## src/rtl/mac_eval_pkg.sv

```systemverilog
package mac_eval_pkg;

    // Sequencer phases of one evaluation
    typedef enum logic [1:0] {
        CS_IDLE  = 2'd0,
        CS_FETCH = 2'd1,
        CS_DRAIN = 2'd2
    } seq_state_e;

endpackage

```

## src/rtl/mac_eval_seq.sv

```systemverilog
module mac_eval_seq
    import mac_eval_pkg::*;
#(
    parameter int N_DIM = 4,
    parameter int RW    = 2,
    parameter int IW    = 3
) (
    input  logic              clk,
    input  logic              rst_n,
    input  logic              in_valid,
    input  logic [RW-1:0]     in_region,
    output logic              in_ready,
    output logic              accept,
    output logic              coef_rd,
    output logic [RW+IW-1:0]  coef_addr,
    output logic              tap_valid,
    output logic [IW-1:0]     tap_idx,
    output logic              last
);

    localparam logic [IW-1:0] LAST_IDX = IW'(N_DIM);

    typedef struct packed {
        seq_state_e    state;
        logic [IW-1:0] cnt;
        logic [RW-1:0] region;
        logic          tap_v;
        logic [IW-1:0] tap_i;
    } seq_t;

    seq_t seq_d, seq_q;

    always_comb begin
        seq_d       = seq_q;
        seq_d.tap_v = (seq_q.state == CS_FETCH);
        seq_d.tap_i = seq_q.cnt;
        accept      = in_valid && (seq_q.state == CS_IDLE);
        case (seq_q.state)
            CS_IDLE: begin
                if (accept) begin
                    seq_d.state  = CS_FETCH;
                    seq_d.cnt    = '0;
                    seq_d.region = in_region;
                end
            end
            CS_FETCH: begin
                if (seq_q.cnt == LAST_IDX) seq_d.state = CS_DRAIN;
                else                       seq_d.cnt   = seq_q.cnt + IW'(1);
            end
            default: seq_d.state = CS_IDLE;
        endcase
    end

    always_ff @(posedge clk) begin
        if (!rst_n) seq_q <= '0;
        else        seq_q <= seq_d;
    end

    assign in_ready  = (seq_q.state == CS_IDLE);
    assign coef_rd   = (seq_q.state == CS_FETCH);
    assign coef_addr = {seq_q.region, seq_q.cnt};
    assign tap_valid = seq_q.tap_v;
    assign tap_idx   = seq_q.tap_i;
    assign last      = seq_q.tap_v && (seq_q.tap_i == LAST_IDX);

    // the first read after acceptance is index 0
    assert_fetch_start_R3: assert property (@(posedge clk) disable iff (!rst_n)
        $past(accept) |-> (coef_rd && coef_addr[IW-1:0] == '0));

    // consecutive reads step the index by one
    assert_fetch_step_R3: assert property (@(posedge clk) disable iff (!rst_n)
        (coef_rd && $past(coef_rd)) |-> (coef_addr[IW-1:0] == $past(coef_addr[IW-1:0]) + IW'(1)));

    // the block is ready again right after the offset step
    assert_ready_after_R2: assert property (@(posedge clk) disable iff (!rst_n)
        $past(last) |-> in_ready);

    // no acceptance while reads are in flight
    assert_busy_ignore_R9: assert property (@(posedge clk) disable iff (!rst_n)
        coef_rd |=> !$past(accept));

endmodule

```

## src/rtl/mac_eval_acc.sv

```systemverilog
module mac_eval_acc #(
    parameter int N_DIM = 4,
    parameter int NBIT  = 12,
    parameter int CW    = 12,
    parameter int IW    = 3,
    parameter int OW    = 27
) (
    input  logic                  clk,
    input  logic                  rst_n,
    input  logic                  accept,
    input  logic [N_DIM*NBIT-1:0] in_point,
    input  logic                  tap_valid,
    input  logic [IW-1:0]         tap_idx,
    input  logic [CW-1:0]         coef_data,
    output logic [OW-1:0]         final_sum
);

    localparam int            PW       = NBIT + CW;
    localparam logic [IW-1:0] LAST_IDX = IW'(N_DIM);

    typedef struct packed {
        logic [N_DIM-1:0][NBIT-1:0] pts;
        logic [OW-1:0]              acc;
    } acc_t;

    acc_t acc_d, acc_q;

    logic [NBIT-1:0]        x_sel;
    logic [PW-1:0]          c_ext, x_ext;
    logic signed [PW-1:0]   prod;
    logic [OW-1:0]          term;

    always_comb begin
        x_sel = '0;
        for (int i = 0; i < N_DIM; i++) begin
            if (tap_idx == IW'(i)) x_sel = acc_q.pts[i];
        end
        c_ext = {{NBIT{coef_data[CW-1]}}, coef_data};
        x_ext = {{CW{x_sel[NBIT-1]}}, x_sel};
        prod  = $signed(c_ext) * $signed(x_ext);
        term  = (tap_idx == LAST_IDX) ? {{(OW-CW){coef_data[CW-1]}}, coef_data}
                                      : {{(OW-PW){prod[PW-1]}}, prod};
        final_sum = acc_q.acc + term;

        acc_d = acc_q;
        if (accept) begin
            acc_d.pts = in_point;
            acc_d.acc = '0;
        end else if (tap_valid) begin
            acc_d.acc = final_sum;
        end
    end

    always_ff @(posedge clk) begin
        if (!rst_n) acc_q <= '0;
        else        acc_q <= acc_d;
    end

    // data phases only ever carry a valid index
    assert_tap_range_R4: assert property (@(posedge clk) disable iff (!rst_n)
        tap_valid |-> (tap_idx <= LAST_IDX));

    // a new evaluation starts from an empty accumulator
    assert_clear_R5: assert property (@(posedge clk) disable iff (!rst_n)
        $past(accept) |-> (acc_q.acc == '0));

endmodule

```

## src/rtl/mac_eval_out.sv

```systemverilog
module mac_eval_out #(
    parameter int OW    = 27,
    parameter bit EARLY = 1'b1
) (
    input  logic          clk,
    input  logic          rst_n,
    input  logic          last,
    input  logic          accept,
    input  logic [OW-1:0] final_sum,
    output logic          res_valid,
    output logic [OW-1:0] res_value
);

    typedef struct packed {
        logic [OW-1:0] res;
        logic [OW-1:0] hold;
        logic          vld;
        logic          pend;
    } out_t;

    out_t out_d, out_q;

    always_comb begin
        out_d     = out_q;
        out_d.vld = 1'b0;
        if (EARLY) begin
            if (last) begin
                out_d.res = final_sum;
                out_d.vld = 1'b1;
            end
        end else begin
            if (last) begin
                out_d.hold = final_sum;
                out_d.pend = 1'b1;
            end
            if (accept && out_q.pend) begin
                out_d.res  = out_q.hold;
                out_d.vld  = 1'b1;
                out_d.pend = 1'b0;
            end
        end
    end

    always_ff @(posedge clk) begin
        if (!rst_n) out_q <= '0;
        else        out_q <= out_d;
    end

    assign res_valid = out_q.vld;
    assign res_value = out_q.res;

    generate
        if (EARLY) begin : g_early
            // strobe follows the offset step and nothing else
            assert_early_timing_R6: assert property (@(posedge clk) disable iff (!rst_n)
                res_valid |-> $past(last));
            assert_early_fire_R6: assert property (@(posedge clk) disable iff (!rst_n)
                $past(last) |-> res_valid);
        end else begin : g_late
            // strobe only on an acceptance edge
            assert_late_timing_R7: assert property (@(posedge clk) disable iff (!rst_n)
                res_valid |-> $past(accept));
        end
    endgenerate

    // result is steady between updates
    assert_hold_R8: assert property (@(posedge clk) disable iff (!rst_n)
        !res_valid |-> $stable(res_value));

endmodule

```

## src/rtl/mac_affine_eval.sv

```systemverilog
module mac_affine_eval #(
    parameter int N_DIM    = 4,
    parameter int NBIT     = 12,
    parameter int CW       = 12,
    parameter int N_REGION = 4,
    parameter bit EARLY    = 1'b1,
    localparam int IW = $clog2(N_DIM + 1),
    localparam int RW = (N_REGION > 1) ? $clog2(N_REGION) : 1,
    localparam int OW = NBIT + CW + IW
) (
    input  logic                  clk,
    input  logic                  rst_n,
    input  logic                  in_valid,
    output logic                  in_ready,
    input  logic [RW-1:0]         in_region,
    input  logic [N_DIM*NBIT-1:0] in_point,
    output logic                  coef_rd,
    output logic [RW+IW-1:0]      coef_addr,
    input  logic [CW-1:0]         coef_data,
    output logic                  res_valid,
    output logic [OW-1:0]         res_value
);

    logic          accept;
    logic          tap_valid;
    logic [IW-1:0] tap_idx;
    logic          last;
    logic [OW-1:0] final_sum;

    mac_eval_seq #(.N_DIM(N_DIM), .RW(RW), .IW(IW)) u_seq (
        .clk       (clk),
        .rst_n     (rst_n),
        .in_valid  (in_valid),
        .in_region (in_region),
        .in_ready  (in_ready),
        .accept    (accept),
        .coef_rd   (coef_rd),
        .coef_addr (coef_addr),
        .tap_valid (tap_valid),
        .tap_idx   (tap_idx),
        .last      (last)
    );

    mac_eval_acc #(.N_DIM(N_DIM), .NBIT(NBIT), .CW(CW), .IW(IW), .OW(OW)) u_acc (
        .clk       (clk),
        .rst_n     (rst_n),
        .accept    (accept),
        .in_point  (in_point),
        .tap_valid (tap_valid),
        .tap_idx   (tap_idx),
        .coef_data (coef_data),
        .final_sum (final_sum)
    );

    mac_eval_out #(.OW(OW), .EARLY(EARLY)) u_out (
        .clk       (clk),
        .rst_n     (rst_n),
        .last      (last),
        .accept    (accept),
        .final_sum (final_sum),
        .res_valid (res_valid),
        .res_value (res_value)
    );

endmodule

```

## config.mk

```make
export PLATFORM = sky130hd
export DESIGN_NAME = mac_affine_eval
export DESIGN_NICKNAME = d
export VERILOG_FILES = /design/src/rtl/mac_eval_pkg.sv /design/src/rtl/mac_eval_seq.sv /design/src/rtl/mac_eval_acc.sv /design/src/rtl/mac_eval_out.sv /design/src/rtl/mac_affine_eval.sv
export SDC_FILE = /design/constraint.sdc
export NUM_CORES = 1
export LEC_CHECK = 0
export BUFFER_PORTS_ARGS = -buffer_cell sky130_fd_sc_hd__buf_2
export CAP_MARGIN = 30
export CORE_MARGIN = 3
export CORE_UTILIZATION = 46
export CTS_BUF_LIST = sky130_fd_sc_hd__clkbuf_8
export CTS_CLUSTER_DIAMETER = 150
export DETAILED_ROUTE_END_ITERATION = 8
export PLACE_DENSITY = 0.7
export SLEW_MARGIN = 10
export SYNTH_ARGS = -nofsm -noshare
export SYNTH_HDL_FRONTEND = slang
export SYNTH_HIERARCHICAL = 1
export SYNTH_SLANG_ARGS = --single-unit
export TNS_END_PERCENT = 20
```

## constraint.sdc

```tcl
create_clock -name clk -period 20.4 [get_ports clk]
set_input_delay 3.06 -clock clk [delete_from_list [all_inputs] [get_ports clk]]
set_output_delay 3.06 -clock clk [all_outputs]
set_load 0.02 [all_outputs]
```

; Word level (Yosys, flattened, before mapping)
; Cells that the tools add are included.
[word_totals]
ff_bits = 114
in_bits = 65
output_inout_bits = 35
elab_cells = 45
[op_classes]
addsub = 2
n_mul = 1
n_eq_ne = 9
muxes = 11
n_bitwise = 1
reduce_logical = 9
[ops]
columns = op, count
row1 = $mux 12, 4
row2 = $add 27x27->27, 1
row3 = $mux 27, 1
row4 = $mul 12x12->24, 1
row5 = $mux 7, 1
row6 = $eq 3x2->1 const B, 2
row7 = $eq 3x3->1 const B, 2
row8 = $pmux 3 s2, 1
row9 = $ne 2x1->1 const B, 2
row10 = $pmux 2 s2, 1
row11 = $reduce_and 2->1, 2
row12 = $add 3x1->3 const B, 1
row13 = $eq 3x1->1 const B, 1
row14 = $logic_not 3->1, 1
row15 = $mux 3, 1
row16 = $reduce_and 3->1, 1
row17 = $eq 2x1->1 const B, 1
row18 = $logic_and 1x1->1, 2
row19 = $logic_not 2->1, 1
row20 = $mux 2, 1
row21 = $ne 2x2->1 const B, 1
row22 = $reduce_bool 2->1, 1
row23 = $reduce_or 2->1, 1
row24 = $mux 1, 1
row25 = $not 1->1, 1

; Logic depth before layout (Yosys ltp)
; Gate-level depths: netlist of run 1.
[depth]
depth_word = 8
mapped_depth = 36

; By module
; The synthesis of run 1 kept the hierarchy.
[modules_own_cells]
columns = mod, instances, cells_each, area_per_inst_um2, seq_area_each_um2
row1 = mac_eval_acc, 1, 1127, 10112.2, 1501.4
row2 = mac_eval_out, 1, 88, 1064.8, 560.5
row3 = mac_eval_seq, 1, 49, 479.2, 220.2

; Worst setup path after synthesis of run 1
; No wires, ideal clock.
[synth_timing]
kind = in2reg
startpoint = input coef_data[11]
endpoint = register u_out.out_q (netlist bit u_out/res_value[25])
setup_time_ns = 0.116
arrival_ns = 9.529
required_ns = 20.284
path_slack_ns = 10.755
stages = 31
n_path_buf = 1
path_cell_list = clkbuf_1 nand2_1 inv_1 fa_1 fa_1 inv_1 fa_1 inv_1 fa_1 inv_1 fa_1 inv_1 ha_1 nor3_1 o211ai_1 a41o_1 a21oi_1 o21ai_0 xor2_1 a21o_1 ha_1 a21oi_1 o21ai_0 a221oi_4 a31oi_1 o41a_1 a41o_1 or2_1 xor2_1 mux2i_1 nor2b_1
[synth_via]
elab_chain_len = 3
[synth_lines]
columns = item, line_no
row1 = from (decl), mac_affine_eval.sv:19  ; input logic [CW-1:0] coef_data,
row2 = $mul 12x12->24, mac_eval_acc.sv:40  ; prod = $signed(c_ext) * $signed(x_ext);
row3 = $mux 27 (*), mac_eval_acc.sv:41  ; term = (tap_idx == LAST_IDX) ? {{(OW-CW){coef_data[CW-1]}}, coef_data}
row4 = $add 27x27->27 (*), mac_eval_acc.sv:43  ; final_sum = acc_q.acc + term;
row5 = net final_sum[25], mac_affine_eval.sv:28  ; logic [OW-1:0] final_sum;
row6 = to (signal assigned), mac_eval_out.sv:46  ; else out_q <= out_d;
row7 = to (decl), mac_eval_out.sv:21  ; out_t out_d, out_q;
; Mark *: on every way through the listed nets, which the timed path passes. The rest lies on a longest branch.
; A chain may end at the register's enable or synchronous reset.

; Worst setup path after layout of run 1
[layout_timing]
startpoint = input coef_data[11]
endpoint = register u_out.out_q (netlist bit u_out/res_value[26])
; Same word-level chain as after synthesis.

==> results.ini, run 1 <==
[worst_setup_path]
cp_slowest_stage_delay_ns=0.52
path_class=primary input to flip-flop
path_max_fanout=15
cp.required_ns=20.77
arrival_ns=10.05
slowest_stage=fa_1
cp-end-kind=flip-flop
start_kind=primary input

[drt]
vias=8704
antenna_left=0
routedWlPerCell_um=15.5
drc=0
dr.pass1.iters=7
first_iter_violations=390
routed_wl_mm=25.9
vias_per_cell=5.21

[yosys]
ys_top_cells_by_area=fa_1, dfxtp_1, ha_1
synth-warning-count=6
syn_nets=1548
synth-seq-cells=114
synth.largest_area_cell=fa_1
syn_area_um2=11700
async_reset_ff_frac=0
synth.yosys.seq_area_share=0.196
synth_cell_types=64
yosysTopAreaCellShare=0.239
avgSynthCellArea_um2=9.22
synth_cells=1264
synth_edf_count=0
synth_ff_type=dfxtp_1

[pwr]
leakagePower_nw=6.09
p_sw_mw=0.468
p_int_mw=0.603
finalPower_mw=1.07
power_frac_seq=0.226
p_comb_frac=0.572
vdd_ir_drop_max_mv=0.0723
pwr-share-clk=0.202
swShare=0.437
power_density_nw_per_um2=83.9

[timing]
fin_skew_ns=0.0151
finalCriticalPeriod_ns=9.67
fmax_mhz=103
worst_slew_pin_slew_ns=0.989
finalSetupTns_ns=0
rsz0062_at_grt=no
final-hold-violation-count=0
maxSlewHeadroom=0.339
finalCritPeriodShare=0.474
finalMaxSlewViolations=0
finalSetupViolCount=0

[global_route]
grt_pass1_vias=9017
grt_overflow_total=0
grt_max_degree=86
grt_first_pass_wirelength_mm=43.4
grt_antenna_before_repair=2
grt_use_total=0.199

[die]
coreArea_um2=24600
initial_core_util=0.474
placementRows=57
dieArea_um2=27300
die_h_um=165
io_pins=100
die_x_um=165

[placed_design]
hpwlAfterDp_mm=20.3
io_buffers=99
globalplace.congestion=0.871
placed_area_um2=12300

[min_path]
hold_path.class=flip-flop to flip-flop

[status]
status=completed

[clock_network]
clockBufferDepth=2
htreeDepth=4
cts.clk_slew.worst_paths_ns=0.07
clock_latency_ns=0.44
cts_sinks=114
cts_tree=built
ctsRootBufferMaster=clkbuf_8
post_cts_buffers=0
numCtsBuffers=17
cts_resized=0
cts_hold_buf=0

[finish]
synthToLayoutAreaGrowth_pct=9.50
fin_nets=1617
mostFrequentLayoutCells=inv_1, nand2_1, fa_1, dfxtp_1, mux2i_1
layout-drive-gt1-share=0.132
fill_cells=2275
n_antenna_cell=0
final_common_cell=inv_1
final_area_um2=12800

[run]
max_cap_violations=0

## final timing paths
check | slack (ns) | start | cells after the start | to
setup / recovery | 10.73 | coef_data[11] | 30 | u_out/res_value[26]
hold reg to reg | 0.50 | u_seq/coef_addr[3] | 2 | u_seq/coef_addr[3]
setup reg to reg | 11.70 | u_seq/tap_idx[1] | 29 | u_out/res_value[26]
hold / removal | 0.50 | u_seq/coef_addr[3] | 2 | u_seq/coef_addr[3]
## cell families (layout without fill, tap and decap cells)
| logic type | after synthesis | after routing | synth area share |
|---|---|---|---|
| fa+ha+maj | 219 | 219 | 0.325 |
| buf+inv | 239 | 321 | 0.0837 |
| flops | 114 | 114 | 0.196 |
| mux | 113 | 113 | 0.110 |
| simple gates | 389 | 389 | 0.164 |
| compound gates | 143 | 143 | 0.0862 |
| xor+xnor | 47 | 47 | 0.0353 |
## per-layer routing
layer / vias to the layer above / global-route usage / wire [µm]
met5: - / 0 / 14
met4: 4 / 0.0408 / 271
met3: 27 / 0.0434 / 1430
met2: 197 / 0.351 / 13100
met1: 4273 / 0.249 / 11100
li1: 4203 / - / -
## cells in the mapped netlist, types with 12 or more instances
library cell / instances
a21oi_1: 39
and2_1: 45
clkbuf_1: 45
dfxtp_1: 114
fa_1: 139
ha_1: 80
inv_1: 176
mux2i_1: 100
mux4_2: 12
nand2_1: 146
nor2_1: 59
nor2b_1: 91
o21ai_0: 32
xnor2_1: 27
xor2_1: 20
## sequential cells by signal, summed over array words and instances (netlist names)
name and flops:
u_seq/seq_q 2, u_out/res_value 27, u_seq/tap_idx 3, u_seq/coef_addr 5, u_out/res_valid 1, u_seq/tap_valid 1, u_acc/acc_q 75
## power groups by stage
stage / Combinational (mW) / Sequential (mW) / Clock [mW]
finish: 0.612 / 0.242 / 0.216
global route: 0.691 / 0.243 / 0.233
CTS: 0.617 / 0.242 / 0.222
detailed placement: 0.613 / 0.247 / 0
global placement: 0.602 / 0.247 / 0
floorplan: 0.483 / 0.244 / 0
## cell type report
| cell class | instances | area [µm²] | area share |
|---|---|---|---|
| Clock buffer | 20 | 275 | 0.0216 |
| Clock inverter | 12 | 131 | 0.0103 |
| Inverter | 176 | 661 | 0.0518 |
| Multi-Input combinational cell | 911 | 8410 | 0.659 |
| Sequential cell | 114 | 2280 | 0.179 |
| Tap cell | 324 | 405 | 0.0318 |
| Timing Repair Buffer | 113 | 601 | 0.0471 |
## per-stage QoR
step                worst slack, ns  hold WS, ns  cells   util
floorplan                     10.75        0.459   1264      -
global placement              10.43        0.478   1635  0.501
detailed placement            10.30        0.484   1637  0.502
CTS                           10.77        0.508   1669  0.518
global route                  10.17        0.535   1670  0.519
finish                        10.73        0.500   1670  0.519
## critical path: cells and delay by family
family,cells,cell delay (ns)
fa+ha+maj,7,2.93
mux,1,0.09
buf+inv,6,0.58
xor+xnor,2,0.32
compound gates,8,1.97
simple gates,6,1.08
(Power assumes the default switching activity.)
==> run 2: changes to the inputs <==
==> constraint.sdc (replaced) <==
create_clock -name clk -period 9 [get_ports clk]
set_input_delay 1.35 -clock clk [delete_from_list [all_inputs] [get_ports clk]]
set_output_delay 1.35 -clock clk [all_outputs]
set_load 0.02 [all_outputs]
==> results.ini, run 2 (synthesis results as in run 1) <==
[worst_setup_path]
path_max_fanout=13
path_common_cell=fa_1
cp_slowest_stage_delay_ns=0.55
cp.required_ns=9.32
cp-end-kind=flip-flop
r2r_slack_ns=0.63
start_kind=flip-flop
slowest_stage=o311ai_0
path_class=flip-flop to flip-flop
arrival_ns=8.69

[finish]
mostFrequentLayoutCells=inv_1, nand2_1, fa_1, dfxtp_1, mux2i_1
largest_register=u_acc/acc_q
fin_cells=1673
synthToLayoutAreaGrowth_pct=9.95
final_common_cell=inv_1
largest_register_ffs=75
utilization=0.521
fin_nets=1619
layout-drive-gt1-share=0.139

[placed_design]
placed_cells=1640
hpwlAfterDp_mm=20.7
io_buffers=99
globalplace.congestion=0.858

[timing]
fin_skew_ns=0.0159
finalSetupTns_ns=0
worst_slew_pin_slew_ns=0.855
rsz0062_at_grt=no
fmax_mhz=119
finalCriticalPeriod_ns=8.37
finalCritPeriodShare=0.930
finalMaxSlewViolations=0
final-hold-violation-count=0
finalSetupViolCount=0
maxSlewHeadroom=0.430

[clock_network]
ctsRootBufferMaster=clkbuf_8
cts.clk_slew.worst_paths_ns=0.08
numCtsBuffers=17
cts_tree=built
clockBufferDepth=2
htreeDepth=4
clock_latency_ns=0.44
cts_sinks=114
post_cts_buffers=0

[global_route]
grt_use_total=0.203
grt_max_degree=86
grt_overflow_total=0
grt_antenna_before_repair=3
met2_usage=0.345
grt.busiest_layer=met2
use_met3=0.0339
grt_pass1_vias=8890
grt_first_pass_wirelength_mm=44.3
use_met1=0.266

[drt]
dr.pass1.iters=5
vias=8752
drc=0
vias_per_cell=5.23
first_iter_violations=388
routedWlPerCell_um=15.7
antenna_left=0
routed_wl_mm=26.2

[min_path]
hold_path.class=flip-flop to flip-flop

[die]
initial_core_util=0.474
die_h_um=165
dieArea_um2=27300
die_x_um=165
coreArea_um2=24600
placementRows=57
io_pins=100

[run]
max_cap_violations=0

[pwr]
vdd_ir_drop_max_mv=0.190
leakagePower_nw=6.10
power_density_nw_per_um2=195

[status]
status=completed

[run 2: per-layer routing]
layer / part of all wire / wire, µm
met4: 0.021 / 546
met3: 0.044 / 1160
met2: 0.49 / 12900
met1: 0.44 / 11600
met5: 0.0017 / 44
[run 2: layout make-up]
| type | instances | area [µm²] |
|---|---|---|
| fill | 2281 | 11800 |
| multi-input combinational | 911 | 8420 |
| sequential | 114 | 2280 |
| inverter | 176 | 661 |
| timing repair buffer | 115 | 616 |
| tap | 324 | 405 |
| clock buffer | 17 | 234 |
| clock inverter | 15 | 194 |
| antenna | 1 | 2.50 |
[run 2: stage by stage]
stage	hold WS [ns]	cell area, µm²	total power [mW]	setup WS [ns]
5_1_grt	0.540	12800	2.72	0.0500
6_report	0.506	12800	2.50	0.629
3_5_place_dp	0.493	12400	1.98	0.419
4_1_cts	0.512	12800	2.52	0.380
2_1_floorplan	0.459	11700	1.65	1.06
3_3_place_gp	0.477	12400	1.95	0.673
[run 2: repair_timing]
action                                  in CTS  in global routing
endpoints found under the setup margin       0                 11
hold buffers                                 0                  0
gates resized for setup                      0                  7
[run 2: critical path, delay by kind of cell (launching register included)]
family / cells / cell delay (ns)
AOI/OAI and AO/OA: 10 / 2.09
DFF: 1 / 0.37
muxes: 2 / 0.67
adders and majority gates: 7 / 3.12
xor gates and xnor gates: 2 / 0.35
buffers and inverters: 6 / 0.69
and+or+nand+nor: 6 / 0.94
[run 2: power by group]
group | internal [mW] | switching [mW] | leakage (nW)
Sequential | 0.532 | 0.0172 | 0.928
Combinational | 0.575 | 0.844 | 4.96
Clock | 0.283 | 0.247 | 0.212
Total | 1.39 | 1.11 | 6.10
[run 2: path summary, 6_finish.rpt]
path / startpoint / endpoint / cells after the start
max: u_seq/tap_idx[0] / u_out/res_value[26] / 33
min: u_acc/acc_q[24] / u_acc/acc_q[24] / 2
max reg2reg: u_seq/tap_idx[0] / u_out/res_value[26] / 33
min reg2reg: u_acc/acc_q[24] / u_acc/acc_q[24] / 2
==> run 3: changes to the inputs <==
--- a/config.mk
+++ b/config.mk
@@ -12,7 +12,7 @@
 export CTS_BUF_LIST = sky130_fd_sc_hd__clkbuf_8
 export CTS_CLUSTER_DIAMETER = 150
 export DETAILED_ROUTE_END_ITERATION = 8
-export PLACE_DENSITY = 0.7
+export PLACE_DENSITY = 0.73
 export SLEW_MARGIN = 10
 export SYNTH_ARGS = -nofsm -noshare
 export SYNTH_HDL_FRONTEND = slang
==> constraint.sdc (replaced) <==
create_clock -name clk -period 7.27 [get_ports clk]
set_input_delay 1.0905 -clock clk [delete_from_list [all_inputs] [get_ports clk]]
set_output_delay 1.0905 -clock clk [all_outputs]
set_load 0.02 [all_outputs]
==> results.ini, run 3 (synthesis results as in run 1) <==
[status]
status=finished with violations
violations=setup timing

[global_route]
grt_first_pass_wirelength_mm=50.6
grt_pass1_vias=10300
grt_use_total=0.231
grt_antenna_before_repair=1
grt_overflow_total=0
grt_max_degree=86

[timing]
final-hold-violation-count=0
worst_slew_pin_slew_ns=0.853
setup_slack_ns=-0.469
finalCritPeriodShare=1.06
finalMaxSlewViolations=0
fmax_mhz=129
whs_ns=0.502
rsz0062_at_grt=yes
fin_skew_ns=0.0160
finalSetupViolCount=16
maxSlewHeadroom=0.431
finalCriticalPeriod_ns=7.74

[min_path]
hold_start=u_seq/coef_addr[1]
hold_path.class=flip-flop to flip-flop
holdPathStages=2
holdPathEnd=u_seq/tap_idx[1]

[die]
initial_core_util=0.474
dieArea_um2=27300
die_x_um=165
placementRows=57
die_h_um=165
io_pins=100
coreArea_um2=24600

[drt]
routedWlPerCell_um=16.0
dr.pass1.iters=5
antenna_left=0
vias=9823
vias_per_cell=5.16
drc=0
routed_wl_mm=30.5
first_iter_violations=441

[worst_setup_path]
worstRegToRegCells=34
slowest_stage=fa_1
cp.required_ns=7.61
arrival_ns=8.08
start_kind=flip-flop
cp_slowest_stage_delay_ns=0.53
path_class=flip-flop to flip-flop
reg2reg_from=u_seq/tap_idx[0]
cp-end-kind=flip-flop
path_common_cell=fa_1
r2r_slack_ns=-0.47
path_max_fanout=6
r2r-end=u_out/res_value[25]

[clock_network]
cts_tree=built
htreeDepth=4
cts_sinks=114
numCtsBuffers=17
clock_latency_ns=0.45
clockBufferDepth=2
cts_hold_buf=0
ctsRootBufferMaster=clkbuf_8
cts.clk_slew.worst_paths_ns=0.08

[pwr]
power_density_nw_per_um2=264
finalPower_mw=3.96
vdd_ir_drop_max_mv=0.197
leakagePower_nw=7.32

[placed_design]
io_buffers=99
globalplace.congestion=0.860
pre_cts_ws_ns=-0.779
hpwlAfterDp_mm=23.5
placed_cells=1853

[finish]
final_common_cell=buf_4
fin_nets=1850
layout-drive-gt1-share=0.310
fin_cells=1904
largest_register_ffs=75
synthToLayoutAreaGrowth_pct=28.9
largest_register=u_acc/acc_q
mostFrequentLayoutCells=buf_4, inv_1, nand2_1, fa_1, dfxtp_1

[run]
max_cap_violations=0

[run 3: changes by cell type in the layout (fill, tap and decap cells not counted), moves of 7 or more]
cell,before,now
o21ai_0,31,18
ha_4,0,9
ha_1,80,68
buf_4,16,240
a211oi_1,11,4
a21oi_2,1,9
o21ai_1,3,11
a21oi_1,39,29
[run 3: stage by stage]
step           area [µm²]  setup TNS (ns)   util
2_1_floorplan       11800          -0.316      -
3_3_place_gp        14100           -7.08  0.572
3_5_place_dp        14100          -10.41  0.572
4_1_cts             14900           -2.93  0.604
5_1_grt             15000          -10.04  0.611
6_report            15000           -3.73  0.611
[run 3: metal layers]
metal	GRT usage	up-vias	wire length [µm]
met4	0.0518	2	538
met2	0.411	265	15800
li1	-	4663	-
met3	0.0359	42	1510
met1	0.295	4851	12700
met5	0	-	7
[run 3: power breakdown]
group          total, mW  internal [mW]  switching (mW)  leakage [nW]
Combinational       2.68           1.31            1.37          6.21
Clock              0.599          0.292           0.307         0.182
Sequential         0.681          0.658          0.0234         0.929
Total               3.96           2.27            1.70          7.32
[run 3: timing repair]
item                                    CTS  global route
endpoints found under the setup margin   24            27
pin swaps                                39            29
buffers inserted                         15             4
hold endpoints to repair                  0             0
gates resized for setup                  67            31
[run 3: worst max path at each step]
stage / slack [ns] / endpoint / cells past startpoint / startpoint
finish: -0.47 / u_out/res_value[25] / 34 / u_seq/tap_idx[0]
floorplan: -0.19 / u_out/res_value[25] / 35 / u_seq/tap_idx[0]
global placement: -0.61 / u_out/res_value[25] / 30 / u_seq/tap_idx[0]
detailed placement: -0.78 / u_out/res_value[25] / 30 / u_seq/tap_idx[0]
global route: -0.78 / u_out/res_value[26] / 34 / u_seq/tap_idx[0]
CTS: -0.41 / u_out/res_value[25] / 33 / u_seq/tap_idx[0]
[run 3: worst max-delay path, delay by kind of cell, from the launching register on]
kind	cells	cell delay, ns
DFF	1	0.41
buffers and inverters	6	0.50
muxes	2	0.64
xor gates and xnor gates	2	0.35
AOI/OAI and AO/OA	8	1.59
and+or+nand+nor	9	1.11
adders and majority gates	7	3.02
[run 3: final cells by class]
cell class                      count  area (µm²)
Fill cell                        1976        9580
Multi-Input combinational cell    911        8890
Timing Repair Buffer              346        2390
Sequential cell                   114        2290
Inverter                          176         661
Tap cell                          324         405
Clock buffer                       19         262
Clock inverter                     13         125
Antenna cell                        1        2.50
